===== src/rtl/alu8_pkg.sv =====
package alu8_pkg;
  localparam int unsigned FLAG_N = 3;
  localparam int unsigned FLAG_Z = 2;
  localparam int unsigned FLAG_C = 1;
  localparam int unsigned FLAG_V = 0;

  typedef enum logic [3:0] {
    OP_OR  = 4'd0,
    OP_AND = 4'd1,
    OP_XOR = 4'd2,
    OP_ADC = 4'd3,
    OP_CMP = 4'd4,
    OP_SBC = 4'd5,
    OP_BIT = 4'd6,
    OP_ASL = 4'd7,
    OP_LSR = 4'd8,
    OP_ROL = 4'd9,
    OP_ROR = 4'd10,
    OP_INC = 4'd11,
    OP_DEC = 4'd12
  } alu_op_e;

  localparam logic [3:0] MASK_NZ   = 4'b1100;
  localparam logic [3:0] MASK_NZC  = 4'b1110;
  localparam logic [3:0] MASK_NZV  = 4'b1101;
  localparam logic [3:0] MASK_ALL  = 4'b1111;
  localparam logic [3:0] MASK_NONE = 4'b0000;
endpackage


===== src/rtl/alu8_logic.sv =====
module alu8_logic #(
  parameter int unsigned WIDTH = 8
) (
  input  logic [WIDTH-1:0] a,
  input  logic [WIDTH-1:0] b,
  input  logic [1:0]       sel,
  output logic [WIDTH-1:0] y
);
  always_comb begin
    case (sel)
      2'd0:    y = a | b;
      2'd2:    y = a ^ b;
      default: y = a & b;
    endcase
  end
endmodule


===== src/rtl/alu8_addsub.sv =====
module alu8_addsub #(
  parameter int unsigned WIDTH = 8
) (
  input  logic [WIDTH-1:0] a,
  input  logic [WIDTH-1:0] b,
  input  logic             cin,
  input  logic             inv,
  output logic [WIDTH-1:0] sum,
  output logic             cout,
  output logic             ovf
);
  localparam int unsigned MSB = WIDTH - 1;

  logic [WIDTH-1:0] b_eff;
  logic [WIDTH:0]   full;

  always_comb begin
    b_eff = inv ? ~b : b;
    full  = {1'b0, a} + {1'b0, b_eff} + {{WIDTH{1'b0}}, cin};
    sum   = full[WIDTH-1:0];
    cout  = full[WIDTH];
    ovf   = (a[MSB] == b_eff[MSB]) && (full[MSB] != a[MSB]);
  end
endmodule


===== src/rtl/alu8_shift.sv =====
module alu8_shift #(
  parameter int unsigned WIDTH = 8
) (
  input  logic [WIDTH-1:0] a,
  input  logic             cin,
  input  logic             right,
  input  logic             rotate,
  output logic [WIDTH-1:0] y,
  output logic             cout
);
  localparam int unsigned MSB = WIDTH - 1;

  logic fill;

  always_comb begin
    fill = rotate & cin;
    if (right) begin
      y    = {fill, a[MSB:1]};
      cout = a[0];
    end else begin
      y    = {a[MSB-1:0], fill};
      cout = a[MSB];
    end
  end
endmodule


===== src/rtl/alu8_flags.sv =====
module alu8_flags #(
  parameter int unsigned WIDTH = 8
) (
  input  logic [3:0]       op,
  input  logic [WIDTH-1:0] a,
  input  logic [WIDTH-1:0] b,
  input  logic             c_in,
  input  logic             v_in,
  input  logic             d_in,
  output logic [WIDTH-1:0] result,
  output logic             res_we,
  output logic             n_out,
  output logic             z_out,
  output logic             c_out,
  output logic             v_out,
  output logic [3:0]       flag_we
);
  import alu8_pkg::*;

  localparam int unsigned MSB = WIDTH - 1;
  localparam logic [WIDTH-1:0] ONE = {{(WIDTH-1){1'b0}}, 1'b1};

  alu_op_e          op_e;
  logic [1:0]       logic_sel;
  logic [WIDTH-1:0] logic_y;
  logic             as_inv;
  logic             as_cin;
  logic [WIDTH-1:0] as_sum;
  logic             as_cout;
  logic             as_ovf;
  logic             sh_right;
  logic             sh_rot;
  logic [WIDTH-1:0] sh_y;
  logic             sh_cout;
  logic             unused_dec;

  assign unused_dec = d_in;
  assign op_e       = alu_op_e'(op);

  always_comb begin
    case (op_e)
      OP_OR:   logic_sel = 2'd0;
      OP_XOR:  logic_sel = 2'd2;
      default: logic_sel = 2'd1;
    endcase
    as_inv   = (op_e == OP_SBC) || (op_e == OP_CMP);
    as_cin   = (op_e == OP_CMP) ? 1'b1 : c_in;
    sh_right = (op_e == OP_LSR) || (op_e == OP_ROR);
    sh_rot   = (op_e == OP_ROL) || (op_e == OP_ROR);
  end

  alu8_logic #(.WIDTH(WIDTH)) u_logic (
    .a(a), .b(b), .sel(logic_sel), .y(logic_y)
  );

  alu8_addsub #(.WIDTH(WIDTH)) u_addsub (
    .a(a), .b(b), .cin(as_cin), .inv(as_inv),
    .sum(as_sum), .cout(as_cout), .ovf(as_ovf)
  );

  alu8_shift #(.WIDTH(WIDTH)) u_shift (
    .a(a), .cin(c_in), .right(sh_right), .rotate(sh_rot),
    .y(sh_y), .cout(sh_cout)
  );

  logic [WIDTH-1:0] res_n;
  logic             c_new;
  logic             v_new;
  logic [3:0]       mask_n;
  logic             we_n;

  always_comb begin
    res_n  = a;
    c_new  = c_in;
    v_new  = v_in;
    mask_n = MASK_NZ;
    we_n   = 1'b1;
    case (op_e)
      OP_OR, OP_AND, OP_XOR: res_n = logic_y;
      OP_ADC, OP_SBC: begin
        res_n  = as_sum;
        c_new  = as_cout;
        v_new  = as_ovf;
        mask_n = MASK_ALL;
      end
      OP_CMP: begin
        res_n  = as_sum;
        c_new  = as_cout;
        mask_n = MASK_NZC;
        we_n   = 1'b0;
      end
      OP_BIT: begin
        res_n  = logic_y;
        v_new  = b[MSB-1];
        mask_n = MASK_NZV;
        we_n   = 1'b0;
      end
      OP_ASL, OP_LSR, OP_ROL, OP_ROR: begin
        res_n  = sh_y;
        c_new  = sh_cout;
        mask_n = MASK_NZC;
      end
      OP_INC: res_n = a + ONE;
      OP_DEC: res_n = a - ONE;
      default: begin
        mask_n = MASK_NONE;
        we_n   = 1'b0;
      end
    endcase
  end

  always_comb begin
    result  = res_n;
    res_we  = we_n;
    flag_we = mask_n;
    n_out   = (op_e == OP_BIT) ? b[MSB] : res_n[MSB];
    z_out   = (res_n == '0);
    c_out   = mask_n[FLAG_C] ? c_new : c_in;
    v_out   = mask_n[FLAG_V] ? v_new : v_in;
  end
endmodule


===== config.mk =====
export PLATFORM = sky130hd
export DESIGN_NAME = alu8_flags
export DESIGN_NICKNAME = d
export VERILOG_FILES = /design/src/rtl/alu8_pkg.sv /design/src/rtl/alu8_logic.sv /design/src/rtl/alu8_addsub.sv /design/src/rtl/alu8_shift.sv /design/src/rtl/alu8_flags.sv
export SDC_FILE = /design/constraint.sdc
export NUM_CORES = 1
export LEC_CHECK = 0
export ABC_AREA = 0
export BUFFER_PORTS_ARGS = -buffer_cell sky130_fd_sc_hd__buf_2
export CORE_MARGIN = 8
export CORE_UTILIZATION = 45
export DETAILED_ROUTE_END_ITERATION = 8
export PLACE_DENSITY = 0.72
export SYNTH_ARGS = -nofsm -noshare
export SYNTH_HDL_FRONTEND = slang
export SYNTH_SLANG_ARGS = --single-unit

===== constraint.sdc =====
create_clock -name vclk -period 5.6
set_input_delay 0.84 -clock vclk [all_inputs]
set_output_delay 0.84 -clock vclk [all_outputs]
set_load 0.005 [all_outputs]

After elaboration in Yosys (flattened, before gate mapping)
Cells that the tools add are included.

Add/subtract/negate cells: 4. Equality and inequality tests: 15. Muxes and demuxes: 14. Bitwise gates (word level): 5. Reduce and logical (&&, ||, !) cells: 14.

Operators with widths (count): 8-bit case mux with 5 select lines (1); 4-bit == test (second input constant) (5); 4-bit by 3-bit == test with 1-bit output (second input constant) (4); 8-bit 2-to-1 mux (2); 4-bit case mux with 4 select lines (1); 8-bit case mux with 2 select lines (1); 11-bit OR reduction (1); 5-bit OR reduction (2); 8-bit by 8-bit adder with 9-bit output (1); 9-bit by 1-bit adder with 9-bit output (1); 8-bit by 1-bit adder with 8-bit output (second input constant) (1); 8-bit bitwise AND (1); 4-bit by 2-bit == test with 1-bit output (second input constant) (2); 8-bit logical NOT (1); 8-bit NOT (1); 8-bit OR (1); 4-bit OR reduction (2); 8-bit by 1-bit subtractor with 8-bit output (second input constant) (1); 8-bit bitwise XOR (1); 1-bit 2-to-1 mux (6); 4-bit by 1-bit == test with 1-bit output (second input constant) (1); 4-bit logical NOT (1); 1-bit case mux with 2 select lines (2); 2-bit case mux with 2 select lines (1); other kinds (9) (11).

Register bits after elaboration: 0. Input bits: 23. Output and inout port bits: 17.

Longest topological paths before layout
Gate-level depths: netlist of run 1.

Depth in word-level cells: 9. Mapped depth: 15. Depth with buffers taken out: 13.

Modules after synthesis
A second synthesis of run 1 with hierarchy kept.

Cells, all modules: 336. Area total of the unflattened synthesis: 2463.6 um^2.

Modules (own cells, without submodules): alu8_flags (times used 1, cells an instance 196, area each 1333.8 um^2, sequential area each 0.0 um^2); alu8_logic (times used 1, cells an instance 66, area each 525.5 um^2, sequential area each 0.0 um^2); alu8_addsub (times used 1, cells an instance 60, area each 465.4 um^2, sequential area each 0.0 um^2); alu8_shift (times used 1, cells an instance 14, area each 138.9 um^2, sequential area each 0.0 um^2).

Least setup slack after synthesis of run 1
Ideal clock, no wire load.

Path type: input port to output port. From: input op[3]. To: output z_out. Arrival time: 4294 ps. Data required time: 4760 ps. Slack: 466 ps. Cell stages on the path: 14. Path buffers: 3. Path through: clkbuf_1 -> buf_2 -> buf_1 -> nor2_1 -> xnor2_1 -> fa_1 -> inv_1 -> fa_1 -> nand2b_1 -> a21oi_1 -> o32ai_1 -> or3_1 -> or4b_1 -> nor4_2.

Cells in the longest elaborated chain, start to end: 7. Elaborated cells between the ends (all ways): 31.

Ends and longest elaborated chain: from (decl) (line alu8_flags.sv:4) `input logic [3:0] op,`; 4-bit by 3-bit == test with 1-bit output, on equally long branches (line alu8_flags.sv:46, alu8_flags.sv:78, alu8_flags.sv:47); 1-bit logical OR (line alu8_flags.sv:46) `as_inv = (op_e == OP_SBC) || (op_e == OP_CMP);`; 8-bit 2-to-1 mux (line alu8_addsub.sv:18) `b_eff = inv ? ~b : b;`; 8-bit by 8-bit adder with 9-bit output (line alu8_addsub.sv:19) `full = {1'b0, a} + {1'b0, b_eff} + {{WIDTH{1'b0}}, cin};`; 9-bit by 1-bit adder with 9-bit output (line alu8_addsub.sv:19); 8-bit case mux with 5 select lines (*) (line alu8_flags.sv:78) `case (op_e)`; via result[4] (line alu8_flags.sv:10) `output logic [WIDTH-1:0] result,`; 8-bit logical NOT (*) (line alu8_flags.sv:117) `z_out = (res_n == '0);`; to (decl) (line alu8_flags.sv:13) `output logic z_out,`.

The timed path passes the listed nets; every way through them passes the cells marked *.

Worst setup path in the final report of run 1
From: input op[3]. To: output z_out.

Cells in the longest elaborated chain, start to end: 7. Elaborated cells between the ends (all ways): 31.

Ends and longest elaborated chain (line): 4-bit by 3-bit == test with 1-bit output, on equally long branches (alu8_flags.sv:46, alu8_flags.sv:78, alu8_flags.sv:47); 1-bit logical OR (alu8_flags.sv:46); 8-bit 2-to-1 mux (alu8_addsub.sv:18); 8-bit by 8-bit adder with 9-bit output (alu8_addsub.sv:19); 9-bit by 1-bit adder with 9-bit output (alu8_addsub.sv:19); 8-bit case mux with 5 select lines (*) (alu8_flags.sv:78); 8-bit logical NOT (*) (alu8_flags.sv:117).

Every way passes the cells marked *; elsewhere a longest branch is shown, timed or not.

==> flow_summary.ini, run 1 <==
[outcome]
status = complete, no violations

[cts]
ctsHoldBuffers = 0
postCtsSetupRepairBufs = 0
ctsResizeCount = 0

[critical_path]
max_stage_delay_ps = 570
crit_path_start_kind = input pin
crit_arrival_ps = 4190
cp.required_ps = 4760
critical_path.top_delay_family = simple AND/OR/NAND/NOR gates
cp_max_fo = 20
worst-path-buf-inv = 4
crit_slowest_cell = or4b_1
crit_type = in -> out
path_cells = buf_2, buf_4, nor2b_1, a21o_1, fa_1, inv_1, fa_1, nand2b_1, a21oi_1, o32ai_1, or3_1, or4b_1, nor4_2, buf_2
endpoint_kind = primary output

[global_routing]
antenna_found_initial = 0
grt_pass1_vias = 2023
track_usage = 0.177
grt_pass1_wl_microns = 9670
grt_remaining_overflow = 0
grt_max_degree = 33

[sta]
fin_crit_sh = 0.898
fmax_mhz = 199
hold_viol_final = 0
relSlewSlack = 0.370
whs_ps = 2010
setup_tns_ps = 0
rsz0062_at_grt = no
setup_viol = 0
slew_violations = 0
period_minus_slack_ps = 5030
worstMarginPinSlew_ps = 943

[routing]
drt_pass1_iterations = 5
vias = 2129
drc = 0
vias_per_cell = 6.03
wl_per_cell_microns = 16.5
first_iter_violations = 231
ant_nets = 0
wirelength_microns = 5820

[die]
dieArea_sq_mm = 0.00650
fp.coreArea_sq_mm = 0.00400
die_x_microns = 80.6
std_cell_rows = 23
start_util = 0.470
die_h_microns = 80.6
boundaryPins = 40

[power]
power_leakage_nw = 1.01
cellPowerDensity_mw_per_mm2 = 94.9
ir_drop_uv = 42.3

[final_layout]
register_area_sq_um = 0
nClkBuffers = 0
area_growth_pct = 11.4
design.seq.count = 0
drive_gt1_frac = 0.165
fin_area_sq_mm = 0.00209
layout.nets = 360
num_antenna_cells = 0

[synthesis]
syn_nets = 328
avgSynthCellArea_sq_um = 6.88
yosysMostFrequentCell = ha_1
synth_fa_ha_area_frac = 0.225
netlist_area_sq_mm = 0.00188
synth_common_cells = 29 x ha_1, 24 x nand2_1, 24 x nor2_1, 23 x inv_1, 20 x a21oi_1
yosys.area_share.simple = 0.260
synth_compound_area_frac = 0.308
synth_top_area_frac = 0.193
synthMuxAreaShare = 0.0220
yosys.area.top_type = ha_1
synth_top_family_by_area = compound AO/OA/AOI/OAI gates
ys_seq_area_frac = 0
netlist_top_cells_area = ha_1 19%, xnor2_1 6.5%, a21oi_1 5.3%
yosys_warnings = 0
yosysUniqueCellTypes = 57
syn_inst = 273
synthXorXnorAreaFrac = 0.0932

[placed_design]
gp_congestion = 0.919
place_hpwl_microns = 4500
portBuffers = 39
place_area_sq_mm = 0.00209

[flow_run]
max_cap_violations = 0

[worst_hold_path]
hold_class = in -> out
==> worst min-delay path, cell delays in order <==
cell and delay (ps):
buf_2 90, mux2_2 130, buf_2 100
==> cell usage in the layout, fill, tap and decap left out, drive strengths merged, types with 4 or more instances in the layout <==
cell type | Yosys | layout
o31ai | 4 | 4
a21o | 7 | 7
a2bb2oi | 5 | 5
nand3 | 7 | 7
ha | 29 | 29
o21ai | 12 | 12
a21oi | 20 | 20
nand2 | 24 | 24
nor3b | 6 | 6
nand2b | 9 | 9
and2 | 4 | 4
a31oi | 5 | 5
xnor2 | 14 | 14
inv | 23 | 23
xor2 | 6 | 6
nor2 | 25 | 25
buf | 9 | 44
==> cell families after synthesis <==
logic type | Yosys count
AND/OR/NAND/NOR | 95
AO/OA/AOI/OAI | 84
buffers and inverters | 38
adder cells (fa/ha/maj) | 32
XOR/XNOR | 20
multiplexers | 4
==> metrics by stage <==
stage,total power [mW],std cells,setup WS (ps),utilization
after floorplan,0.137,273,466,-
after global placement,0.193,353,710,0.523
after detailed placement,0.195,353,637,0.523
after CTS,0.197,353,623,0.523
after global routing,0.221,353,367,0.523
final,0.199,353,570,0.523
==> final timing paths <==
check | start | endpoint | slack (ps) | cells after the start
hold / removal | b[7] | n_out | 2010 | 3
setup / recovery | op[3] | z_out | 570 | 14
==> area by class of cell <==
cell class                      instances  area, sq um
Multi-Input combinational cell        235         1710
Tap cell                               50         62.6
Fill cell                             419         1910
Inverter                               24         90.1
Timing Repair Buffer                   44          233
==> routing by layer <==
layer	wire, microns	global-route usage
met1	2600	0.239
met2	2700	0.295
met3	486	0.0212
met4	38	0.0218
met5	0	0
==> power by group <==
part	total (mW)	switching [mW]	internal [mW]
Clock	0	0	0
Sequential	0	0	0
Combinational	0.199	0.114	0.0845
Power figures use the tool's default switching activity.
==> run 2, diff against run 1 <==
--- a/config.mk
+++ b/config.mk
@@ -10,7 +10,8 @@
 export CORE_MARGIN = 8
 export CORE_UTILIZATION = 45
 export DETAILED_ROUTE_END_ITERATION = 8
-export PLACE_DENSITY = 0.72
+export GPL_TIMING_DRIVEN = 0
+export PLACE_DENSITY = 0.68
 export SYNTH_ARGS = -nofsm -noshare
 export SYNTH_HDL_FRONTEND = slang
 export SYNTH_SLANG_ARGS = --single-unit
==> flow_summary.ini, run 2 (synthesis gave the netlist of run 1 again) <==
[sta]
rsz0062_at_grt = no
fmax_mhz = 188
slew_violations = 0
setup_viol = 0
worstMarginPinSlew_ps = 1090
fin_crit_sh = 0.950
hold_viol_final = 0
period_minus_slack_ps = 5320
relSlewSlack = 0.273

[die]
die_x_microns = 80.6
die_h_microns = 80.6
std_cell_rows = 23
dieArea_sq_mm = 0.00650
start_util = 0.470
boundaryPins = 40
fp.coreArea_sq_mm = 0.00400

[power]
p_switching_mw = 0.120
swShare = 0.575
total_power_mw = 0.208
clkPwrFrac = 0
ir_drop_uv = 44.0
power_leakage_nw = 1.05
power_frac_seq = 0
intPower_mw = 0.0884
power_frac_comb = 1.000
cellPowerDensity_mw_per_mm2 = 96.0

[final_layout]
final_common_cell = buf_2
num_antenna_cells = 0
fillers = 451
design.seq.count = 0
nClkBuffers = 0
fin_area_sq_mm = 0.00217
multi_input_area_sq_mm = 0.00172
final_cell_mix = 41 x buf_2, 29 x ha_1, 24 x nand2_1
register_area_sq_um = 0
drive_gt1_frac = 0.185
area_growth_pct = 15.3
layout.nets = 371

[global_routing]
antenna_found_initial = 0
grt_use_met3 = 0.0301
track_usage = 0.198
grt_use_met2 = 0.336
grt_busiest_layer = met2
grt_pass1_wl_microns = 10500
grt_max_degree = 14
grtUsageMet1 = 0.258
grt_pass1_vias = 2126
grt_remaining_overflow = 0

[flow_run]
max_cap_violations = 0

[placed_design]
place_area_sq_mm = 0.00214
gp_congestion = 0.938
portBuffers = 39
place_hpwl_microns = 5020

[critical_path]
crit_path_start_kind = input pin
setup.worst_path.start = op[3]
cp_max_fo = 13
endpoint_kind = primary output
cp.required_ps = 4760
crit_arrival_ps = 4480
crit_type = in -> out

[routing]
wl_per_cell_microns = 17.5
first_iter_violations = 244
vias = 2225
wirelength_microns = 6380
drt_pass1_iterations = 4
drc = 0
ant_nets = 0
vias_per_cell = 6.11

[worst_hold_path]
hold_start = b[7]
hold_class = in -> out

[cts]
ctsHoldBuffers = 0

[outcome]
status = complete, no violations
## run 2: worst max-delay path, cell delays in order
cell	delay [ps]
buf_2	220
buf_2	290
clkbuf_4	260
nor2_4	60
xnor2_1	210
fa_1	280
inv_1	80
fa_1	420
nand2b_1	180
a21oi_1	240
o32ai_1	100
or3_1	410
or4b_1	580
nor4_2	140
buf_2	150
## run 2: stage by stage
stage / hold WS, ps / util / setup TNS (ps) / std cells / setup slack [ps]
6_report: 2020 / 0.542 / 0 / 364 / 281
4_1_cts: 2020 / 0.536 / 0 / 361 / 156
3_5_place_dp: 2020 / 0.534 / -1460 / 362 / -645
2_1_floorplan: 1810 / - / 0 / 273 / 466
5_1_grt: 2040 / 0.542 / 0 / 364 / 60.1
3_3_place_gp: 2010 / 0.534 / -1360 / 362 / -591
## run 2: layout make-up
cell class                 count  share of cell area
inverter                      24              0.0416
timing repair buffer          42               0.100
multi-input combinational    235               0.792
buffer                        13              0.0375
tap                           50              0.0289
## run 2: power groups by stage
stage / logic, mW / registers (mW) / clock network [mW]
detailed placement: 0.202 / 0 / 0
global route: 0.231 / 0 / 0
floorplan: 0.137 / 0 / 0
global placement: 0.200 / 0 / 0
CTS: 0.203 / 0 / 0
finish: 0.208 / 0 / 0
## run 2: layer usage
layer | vias to the layer above | part of all wire
met5 | - | 0
met4 | 0 | 0.0064
met3 | 6 | 0.071
met2 | 104 | 0.48
met1 | 1043 | 0.44
li1 | 1072 | -
## run 2: final timing paths
check	cells past startpoint	to	slack [ps]
max	15	z_out	280
min	3	n_out	2020
## run 2: what timing repair did
action,in CTS,in global routing
endpoints found under the setup margin,5,1
gates resized for setup,3,1
pin swaps,0,1
setup buffers,0,3
